**src/rtl/uart_sweep.sv**
```systemverilog
module uart_sweep #(
  parameter int unsigned CLK_HZ = 50_000_000,
  parameter int unsigned NCH = 8,
  localparam int CW = $clog2(NCH),
  localparam int CNW = $clog2(NCH + 1)
) (
  input  logic             clk,
  input  logic             rst_n,
  input  logic             start,
  input  logic [CNW-1:0]   chan_count,
  input  logic [4:0]       probe_len,
  input  logic [127:0]     probe_data,
  input  logic [NCH-1:0]   pin_in,
  output logic [NCH-1:0]   pin_out,
  output logic [NCH-1:0]   pin_oe,
  output logic             busy,
  output logic             res_valid,
  input  logic             res_ready,
  output logic [CW-1:0]    res_tx,
  output logic [CW-1:0]    res_rx,
  output logic [4:0]       res_baud,
  output logic [4:0]       res_count,
  output logic [127:0]     res_data
);
  localparam int AW = CNW + 1;
  localparam int unsigned TMO = (CLK_HZ / 50 == 0) ? 1 : CLK_HZ / 50;
  localparam int unsigned RATES [24] = '{75, 110, 150, 300, 900, 1200, 1800, 2400,
    3600, 4800, 7200, 9600, 14400, 19200, 28800, 31250, 38400, 57600, 76800,
    115200, 153600, 230400, 250000, 307200};

  typedef enum logic [1:0] {S_IDLE, S_SEND, S_LISTEN, S_REPORT} st_t;
  typedef enum logic [1:0] {R_IDLE, R_START, R_DATA, R_STOP} rs_t;

  logic [31:0] divtab [24];
  for (genvar g = 0; g < 24; g++) begin : g_div
    localparam int unsigned Q = CLK_HZ / RATES[g];
    localparam int unsigned QF = (Q == 0) ? 1 : Q;
    assign divtab[g] = 32'(QF);
  end

  st_t          state;
  rs_t          rs;
  logic [CNW-1:0] n_r;
  logic [CW-1:0]  txc, rxc;
  logic [4:0]   bidx, plen, bsent, count;
  logic [127:0] pdat, data;
  logic [9:0]   tsh;
  logic [3:0]   tbit;
  logic [31:0]  tcnt, rcnt, tmo, div, half;
  logic [2:0]   rbit;
  logic [7:0]   rsh;
  logic         rprev, rline, tx_line, last_baud, wrap, sweep_end;
  logic [AW-1:0] rx_a, rx_b, tx_a;
  logic [CNW-1:0] nclamp;

  assign div       = divtab[bidx];
  assign half      = div >> 1;
  assign rline     = pin_in[rxc];
  assign tx_line   = (tbit != 0) ? tsh[0] : 1'b1;
  assign last_baud = (bidx == 5'd23);
  assign rx_a      = AW'(rxc) + AW'(1);
  assign rx_b      = (rx_a == AW'(txc)) ? rx_a + AW'(1) : rx_a;
  assign wrap      = rx_b >= AW'(n_r);
  assign tx_a      = AW'(txc) + AW'(1);
  assign sweep_end = last_baud && wrap && (tx_a >= AW'(n_r));
  assign nclamp    = (chan_count > CNW'(NCH)) ? CNW'(NCH) : chan_count;

  assign busy      = (state != S_IDLE);
  assign pin_oe    = busy ? ({{(NCH-1){1'b0}}, 1'b1} << txc) : '0;
  assign pin_out   = {NCH{tx_line}};
  assign res_valid = (state == S_REPORT) && (count != 0);
  assign res_tx    = txc;
  assign res_rx    = rxc;
  assign res_baud  = bidx;
  assign res_count = count;
  assign res_data  = data;

  always_ff @(posedge clk) begin
    if (!rst_n) begin
      state <= S_IDLE; rs <= R_IDLE; n_r <= '0; txc <= '0; rxc <= '0;
      bidx <= '0; plen <= '0; bsent <= '0; count <= '0; pdat <= '0; data <= '0;
      tsh <= '1; tbit <= '0; tcnt <= '0; rcnt <= '0; tmo <= '0; rbit <= '0;
      rsh <= '0; rprev <= 1'b1;
    end else begin
      rprev <= rline;
      case (state)
        S_IDLE: if (start && nclamp >= CNW'(2)) begin
          n_r <= nclamp; txc <= '0; rxc <= CW'(1); bidx <= '0;
          pdat <= probe_data; plen <= (probe_len > 5'd16) ? 5'd16 : probe_len;
          bsent <= '0; tbit <= '0; state <= S_SEND;
        end
        S_SEND: begin
          if (tbit == 0) begin
            if (bsent == plen) begin
              state <= S_LISTEN; rs <= R_IDLE; rprev <= 1'b1;
              count <= '0; data <= '0; tmo <= '0;
            end else begin
              tsh <= {1'b1, pdat[{bsent[3:0], 3'b000} +: 8], 1'b0};
              tbit <= 4'd10; tcnt <= '0; bsent <= bsent + 5'd1;
            end
          end else if (tcnt == div - 1) begin
            tcnt <= '0; tsh <= {1'b1, tsh[9:1]}; tbit <= tbit - 4'd1;
          end else tcnt <= tcnt + 1;
        end
        S_LISTEN: begin
          if (count == 5'd16) state <= S_REPORT;
          else case (rs)
            R_IDLE: begin
              if (rprev && !rline) begin rs <= R_START; rcnt <= 32'd1; end
              else if (tmo == TMO - 1) state <= S_REPORT;
              else tmo <= tmo + 1;
            end
            R_START: begin
              if (rcnt >= half) begin
                if (!rline) begin rs <= R_DATA; rcnt <= '0; rbit <= '0; end
                else rs <= R_IDLE;
              end else rcnt <= rcnt + 1;
            end
            R_DATA: begin
              if (rcnt == div - 1) begin
                rcnt <= '0; rsh <= {rline, rsh[7:1]}; rbit <= rbit + 3'd1;
                if (rbit == 3'd7) rs <= R_STOP;
              end else rcnt <= rcnt + 1;
            end
            R_STOP: begin
              if (rcnt == div - 1) begin
                rcnt <= '0; rs <= R_IDLE;
                if (rline) begin
                  data[{count[3:0], 3'b000} +: 8] <= rsh;
                  count <= count + 5'd1; tmo <= '0;
                end
              end else rcnt <= rcnt + 1;
            end
          endcase
        end
        S_REPORT: if (count == 0 || res_ready) begin
          bidx <= last_baud ? 5'd0 : bidx + 5'd1;
          if (last_baud && wrap) begin txc <= CW'(tx_a); rxc <= '0; end
          else if (last_baud) rxc <= CW'(rx_b);
          bsent <= '0; tbit <= '0;
          state <= sweep_end ? S_IDLE : S_SEND;
        end
      endcase
    end
  end


  rx_never_driven_chk: assert property (@(posedge clk) disable iff (!rst_n)
    busy |-> ($countones(pin_oe) == 1 && !pin_oe[rxc]));

  idle_released_chk: assert property (@(posedge clk) disable iff (!rst_n)
    !busy |-> (pin_oe == '0));

  record_hold_chk: assert property (@(posedge clk) disable iff (!rst_n)
    (res_valid && !res_ready) |=> (res_valid && $stable(res_data) && $stable(res_count)
      && $stable(res_baud) && $stable(pin_oe)));

  record_content_chk: assert property (@(posedge clk) disable iff (!rst_n)
    res_valid |-> (res_count != 0 && res_count <= 5'd16 && res_tx != res_rx));

  line_rest_chk: assert property (@(posedge clk) disable iff (!rst_n)
    (state == S_LISTEN) |-> (&pin_out));
endmodule

```
**config.mk**
```make
export PLATFORM = sky130hd
export DESIGN_NAME = uart_sweep
export DESIGN_NICKNAME = d
export VERILOG_FILES = /design/src/rtl/uart_sweep.sv
export SDC_FILE = /design/constraint.sdc
export NUM_CORES = 1
export LEC_CHECK = 0
export CORE_UTILIZATION = 60
export DETAILED_ROUTE_END_ITERATION = 8
export DONT_BUFFER_PORTS = 1
export HOLD_SLACK_MARGIN = 0.03
export PLACE_DENSITY_LB_ADDON = 0.25
export SYNTH_ARGS = -nofsm -noshare
export SYNTH_HDL_FRONTEND = slang
export SYNTH_SLANG_ARGS = --single-unit
```
**constraint.sdc**
```tcl
create_clock -name clk -period 6.6 [get_ports clk]
set_clock_uncertainty 0.15 [all_clocks]
set_input_delay 0.66 -clock clk [delete_from_list [all_inputs] [get_ports clk]]
set_output_delay 0.66 -clock clk [all_outputs]
set_load 0.01 [all_outputs]
```
Word-level counts from Yosys, hierarchy flattened. Memory sizes are Yosys's and may differ from the RTL's. Index checks and enable logic that the tools add are counted.

Register bits after elaboration: 412. Bits in read-only memories: 1024. Input bits: 149. Output and inout bits: 162. Memories kept: 1.

Add/subtract/negate cells: 13. $lt $le $gt $ge: 8. Equal/unequal tests: 45. Shift operators: 4. Multiplexer cells: 95. Bitwise operators: 2. Reduce and logical (&&, ||, !) cells: 35.

Memories: (no name shown) (depth 32, width 32, rd ports 1, clocked after Yosys merged registers in 0, write ports 0, line 56) `assign div = divtab[bidx];`.

Operator list (count): $mux W128 (6); $mux W32 (16); $pmux W128 S2 (1); $bwmux W128 (1); $pmux W32 S2 (2); $shift A8 B9 Y128 const A (1); $shiftx A128 B8 Y8 (1); $shiftx A8 B9 Y128 (1); $add A32 B1 Y32 const B (3); $pmux W32 S3 (1); $mux W5 (14); $eq A32 B32 Y1 (2); $ne A3 B3 Y1 const B (13); $mux W2 (17); $eq A32 B20 Y1 const B (1); $ge A32 B31 Y1 (1); $sub A32 B1 Y32 const B (1); $mux W10 (3); $mux W3 (10); $ne A2 B2 Y1 const B (13); $mux W4 (6); $pmux W5 S2 (2); $pmux W3 S2 (3); $reduce_and A9 Y1 (2); other kinds (48) (81).

Depth between registers and ports, before layout.
Depth after elaboration: 10. Gate-level depth with buffers: 22. Depth with buffers taken out: 17.

Worst setup path before layout. Ideal clock, no wire load.

Path kind: reg2reg. From: reg bidx[1], in the netlist res_baud[1]. To: reg rcnt[4]. Setup time: 0.092 ns. Arrival time: 5.139 ns. Path slack: 1.219 ns. Stages on the path, launching flop included: 20. Path buffers: 2. Cell sequence: dfxtp_1 > clkbuf_1 > inv_1 > ha_1 > nor2b_1 > a211oi_1 > o32ai_1 > clkinv_1 > ha_1 > a21o_1 > a211oi_1 > nand2_1 > a31oi_1 > o311ai_0 > a2111oi_0 > a21oi_1 > a41o_1 > or2_0 > clkbuf_1 > o32ai_1.

Longest elaborated chain between the ends: 8.

Ends and longest elaborated chain: start, declared (line 45) `logic [4:0] bidx, plen, bsent, count;`; start signal, assigned (line 137) `bidx <= last_baud ? 5'd0 : bidx + 5'd1;`; $not A5 Y6 (not written as such) (*) (line 56); $mem_v2 Z32 W32 (*); $mux W32 (not written as such) (*) (2 in a row) (line 56); $sub A32 B1 Y32 (line 120, 126); $eq A32 B32 Y1 (line 120, 126); $mux W32 (line 120, 126); $pmux W32 S3 (line 107) `else case (rs)`; end signal, assigned (line 117) `end else rcnt <= rcnt + 1;`; end signal, assigned (line 123) `end else rcnt <= rcnt + 1;`; end signal, assigned (line 132) `end else rcnt <= rcnt + 1;`; end, declared (line 49) `logic [31:0] tcnt, rcnt, tmo, div, half;`.

Mark *: on every way between the ends. The rest lies on a longest branch, timed or not. The select of a mux whose other input is x is not followed. A chain may end at the register's enable or synchronous reset.

Worst setup path in the final report.
From: reg bidx[1], in the netlist res_baud[1]. To: reg rcnt[3].

Same word-level chain as after synthesis.

==> run summary <==
Final setup viols - 0
Met3 routed WL - 4350 um
# IOs - 311
Post-Synth Simple-Gate Area - 0.247
Gates resized, CTS repair - 0
Mapped Area - 0.0215 mm2
Detailed Place HPWL - 40,900 um
Class of the worst hold path - input port to register
Core area - 0.0354 mm2
Sequential share of power - 0.377
Fraction of registers with async set/reset - 0
Syn_nets - 2,730
Hold_sp - rst_n
Complex-gate fraction of the synthesized area - 0.148
Comb power frac - 0.302
Vias - 18.5k
Max_slew headroom - 0.193
Reg-to-reg endpoint - rcnt[3]
Hold-fix buffers, CTS - 0
Ys flop type - dfxtp_1
Synth top area cells - dfxtp_1 38%, nand2_1 9.4%, mux2i_1 6.1%, a21oi_1 4.7%, mux4_2 4.5%
Arr. time, crit path - 6.17 ns
P_leak - 8.59 nW
Uppermost layer routed - met4
Die area - 0.0366 mm2
Routed Wire Length - 59,200 um
Worst Tran Pin Value - 1.21 ns
Area leader, netlist - dfxtp_1
Largest net degree at the start of global routing - 120
Clk root buf - clkbuf_16
GRT Overall Usage - 0.314
CTS Buffer Depth - 3
First-pass GRT wire length - 92,300 um
Post-CTS Setup Inserts - 0
Crit end category - register
Max FO, Critical Path - 21
CTS Sinks - 411
H-tree depth - 2
TritonRoute pass-1 iters - 5
Worst path top cell family by delay - compound AO/OA/AOI/OAI gates
Gate Count Post-Synth - 2,521
Fin. Hold Viols - 0
Nets - 2,637
Design area - 0.0230 mm2
Crit path time final - 5.87 ns
Clock share of power - 0.321
Routed Antenna Nets - 0
Seq/Total Area, Yosys - 0.382
Final Wtd Congestion - 0.962
RSZ-0062 raised after global routing - false
YS warnings - 0
Row count - 69
Syn avg cell area - 8.54 um2
Reg2reg start - res_baud[1]
Highest Clock Rate - 170 MHz
Die extent in x - 191 um
TritonCTS clock tree - yes
Psw - 2.66 mW
Buf+Inv Stages, Crit Path - 3
Die H - 191 um
Worst Hold Path Cells - 1
Period utilization - 0.889
Crit-path slowest cell - dfxtp_1
P_int - 4.82 mW
Max IR drop VDD - 0.269 mV
Synth unique cells - 102
Residual DRC - 0
Post-Place Cell Area - 0.0216 mm2
Worst r2r path cells - 18
Number of global-route vias before repair - 17.3k
Worst EP required - 6.90 ns
Global route overflow - 0
Layout cells sized above 1 - 0.0797
Status - finished clean
WL/cell - 20.3 um
Slew Viols, Final - 0
Worst skew pair latency - 0.56 ns
Post-synth top area share - 0.382
Initial DRC Count - 1,453
Wl on met1 - 25,100 um
Max stage delay on crit path - 0.81 ns
Number of vias per cell - 6.33
Hold EP - rprev
XOR/XNOR Fraction of Synth Area - 0.0346
Number of synthesized flops with an enable pin - 0
Initial antenna violation count - 1
Worst R2R Setup Slack - 0.73 ns
#FFs+latches synth - 411
Total of max-cap violations - 0
Starting density of the core - 0.608
PwrDens - 325 mW/mm2
Clock transition at the registers of the reported paths - 0.06 ns
Kind of critical path - register to register
Synth-to-Final Area Change - 6.99%
Fin Setup TNS - 0 ns
Input/output buffers - 0
CP Cell Sequence - inv_1, ha_1, nor2b_1, a211oi_1, o32ai_1, clkinv_1, ha_1, a21o_1, a211oi_1, nand2_1, a31oi_1, o311ai_0, a2111oi_0, buf_4, a21oi_1, a41o_1, or2_0, o32ai_1
Num CTS Buffers - 43
Startpoint Class - register
Post-synthesis adder-cell area fraction - 0.0349
Main combinational cell family by area after synthesis - simple AND/OR/NAND/NOR gates
Met2 wire length - 27,500 um
Mux cell area share after synthesis - 0.108
Sw Share - 0.356
-- cells by family after synthesis --
group,Yosys count
flip-flops,411
XOR/XNOR,78
adder cells (fa/ha/maj),60
multiplexers,178
AND/OR/NAND/NOR,1095
buffers and inverters,226
AO/OA/AOI/OAI,473
-- sequential cells by signal, indices dropped and copies added (netlist names), 3 cells and up --
signal	flops
rbit	3
tcnt	32
rsh	8
n_r	4
tmo	32
tbit	4
res_baud	5
res_count	5
res_data	128
bsent	5
pdat	128
rcnt	32
tsh	9
res_rx	3
plen	5
res_tx	3
-- power groups by stage --
stage	Clock [mW]	Combinational [mW]	Sequential, mW
floorplan	0	1.73	2.83
global placement	0	2.18	2.86
detailed placement	0	2.22	2.87
CTS	2.43	2.23	2.82
global route	2.53	2.46	2.84
finish	2.41	2.26	2.82
-- routing by layer --
layer,up-vias,global-route usage
met5,-,0
met4,0,0.125
met3,148,0.0613
met2,728,0.499
met1,8848,0.417
li1,8762,-
-- synth_stat cells, types with 6 or more instances --
library cell and count:
nor4b_1 6, clkbuf_1 130, nor4_1 24, buf_1 6, nor3_1 65, nand4_1 30
nand2b_1 20, inv_1 51, a31oi_1 8, o32ai_1 7, o21ai_0 65, mux2i_1 132
nand2_1 537, or3_1 18, xor2_1 36, a21oi_1 201, o211ai_1 8, o22ai_1 7
buf_2 13, nor2b_1 26, and4_1 13, a21o_1 17, nor2_1 99, buf_4 13
and2_1 22, xnor2_1 37, o21ai_1 8, a22o_1 41, and3_1 81, nand3b_1 19
mux4_2 43, nand3_1 73, ha_1 60, o31ai_1 23, a211oi_1 7, or4_1 27
dfxtp_1 411
-- worst max-delay path by stage --
stage	slack, ns	end	cells after the start	from
floorplan	1.22	rcnt[4]	19	res_baud[1]
global placement	1.03	rcnt[3]	18	res_baud[1]
detailed placement	0.80	rcnt[2]	18	res_baud[1]
CTS	0.78	rcnt[2]	18	res_baud[1]
global route	0.27	rcnt[4]	18	res_baud[1]
finish	0.73	rcnt[3]	18	res_baud[1]
-- through the flow --
stage / hold WS (ns) / util / power, mW / worst slack, ns / std cells
2_1_floorplan: 0.282 / - / 4.56 / 1.22 / 2521
3_3_place_gp: 0.289 / 0.611 / 5.04 / 1.03 / 2844
3_5_place_dp: 0.294 / 0.611 / 5.09 / 0.805 / 2844
5_1_grt: 0.0539 / 0.651 / 7.84 / 0.270 / 2921
4_1_cts: 0.0613 / 0.651 / 7.48 / 0.777 / 2920
6_report: 0.0754 / 0.651 / 7.49 / 0.732 / 2921
-- cell type report --
cell class | instances | area, um2
Inverter | 59 | 231
Multi-Input combinational cell | 1884 | 12400
Fill cell | 2974 | 12400
Timing Repair Buffer | 29 | 218
Sequential cell | 411 | 8230
Clock buffer | 68 | 1280
Clock inverter | 8 | 116
Antenna cell | 1 | 2.50
Tap cell | 461 | 577
-- placed cells by master (no fill, tap or decap), types with 8 or more instances in the layout --
| cell type | Yosys | routed |
|---|---|---|
| a21o_1 | 17 | 17 |
| a21oi_1 | 201 | 199 |
| a22o_1 | 41 | 41 |
| and2_1 | 22 | 21 |
| and3_1 | 81 | 81 |
| and4_1 | 13 | 13 |
| buf_4 | 13 | 29 |
| clkbuf_1 | 130 | 14 |
| clkbuf_16 | 0 | 43 |
| clkbuf_8 | 0 | 11 |
| dfxtp_1 | 411 | 410 |
| ha_1 | 60 | 60 |
| inv_1 | 51 | 51 |
| mux2i_1 | 132 | 132 |
| mux4_2 | 43 | 43 |
| nand2_1 | 537 | 536 |
| nand2b_1 | 20 | 20 |
| nand3_1 | 73 | 73 |
| nand3b_1 | 19 | 19 |
| nand4_1 | 30 | 30 |
| nor2_1 | 99 | 98 |
| nor2b_1 | 26 | 26 |
| nor3_1 | 65 | 65 |
| nor4_1 | 24 | 24 |
| o211ai_1 | 8 | 8 |
| o21ai_0 | 65 | 65 |
| o31ai_1 | 23 | 23 |
| or3_1 | 18 | 18 |
| or4_1 | 27 | 27 |
| xnor2_1 | 37 | 37 |
| xor2_1 | 36 | 36 |
Note: power is estimated with default switching activity, not from simulation.
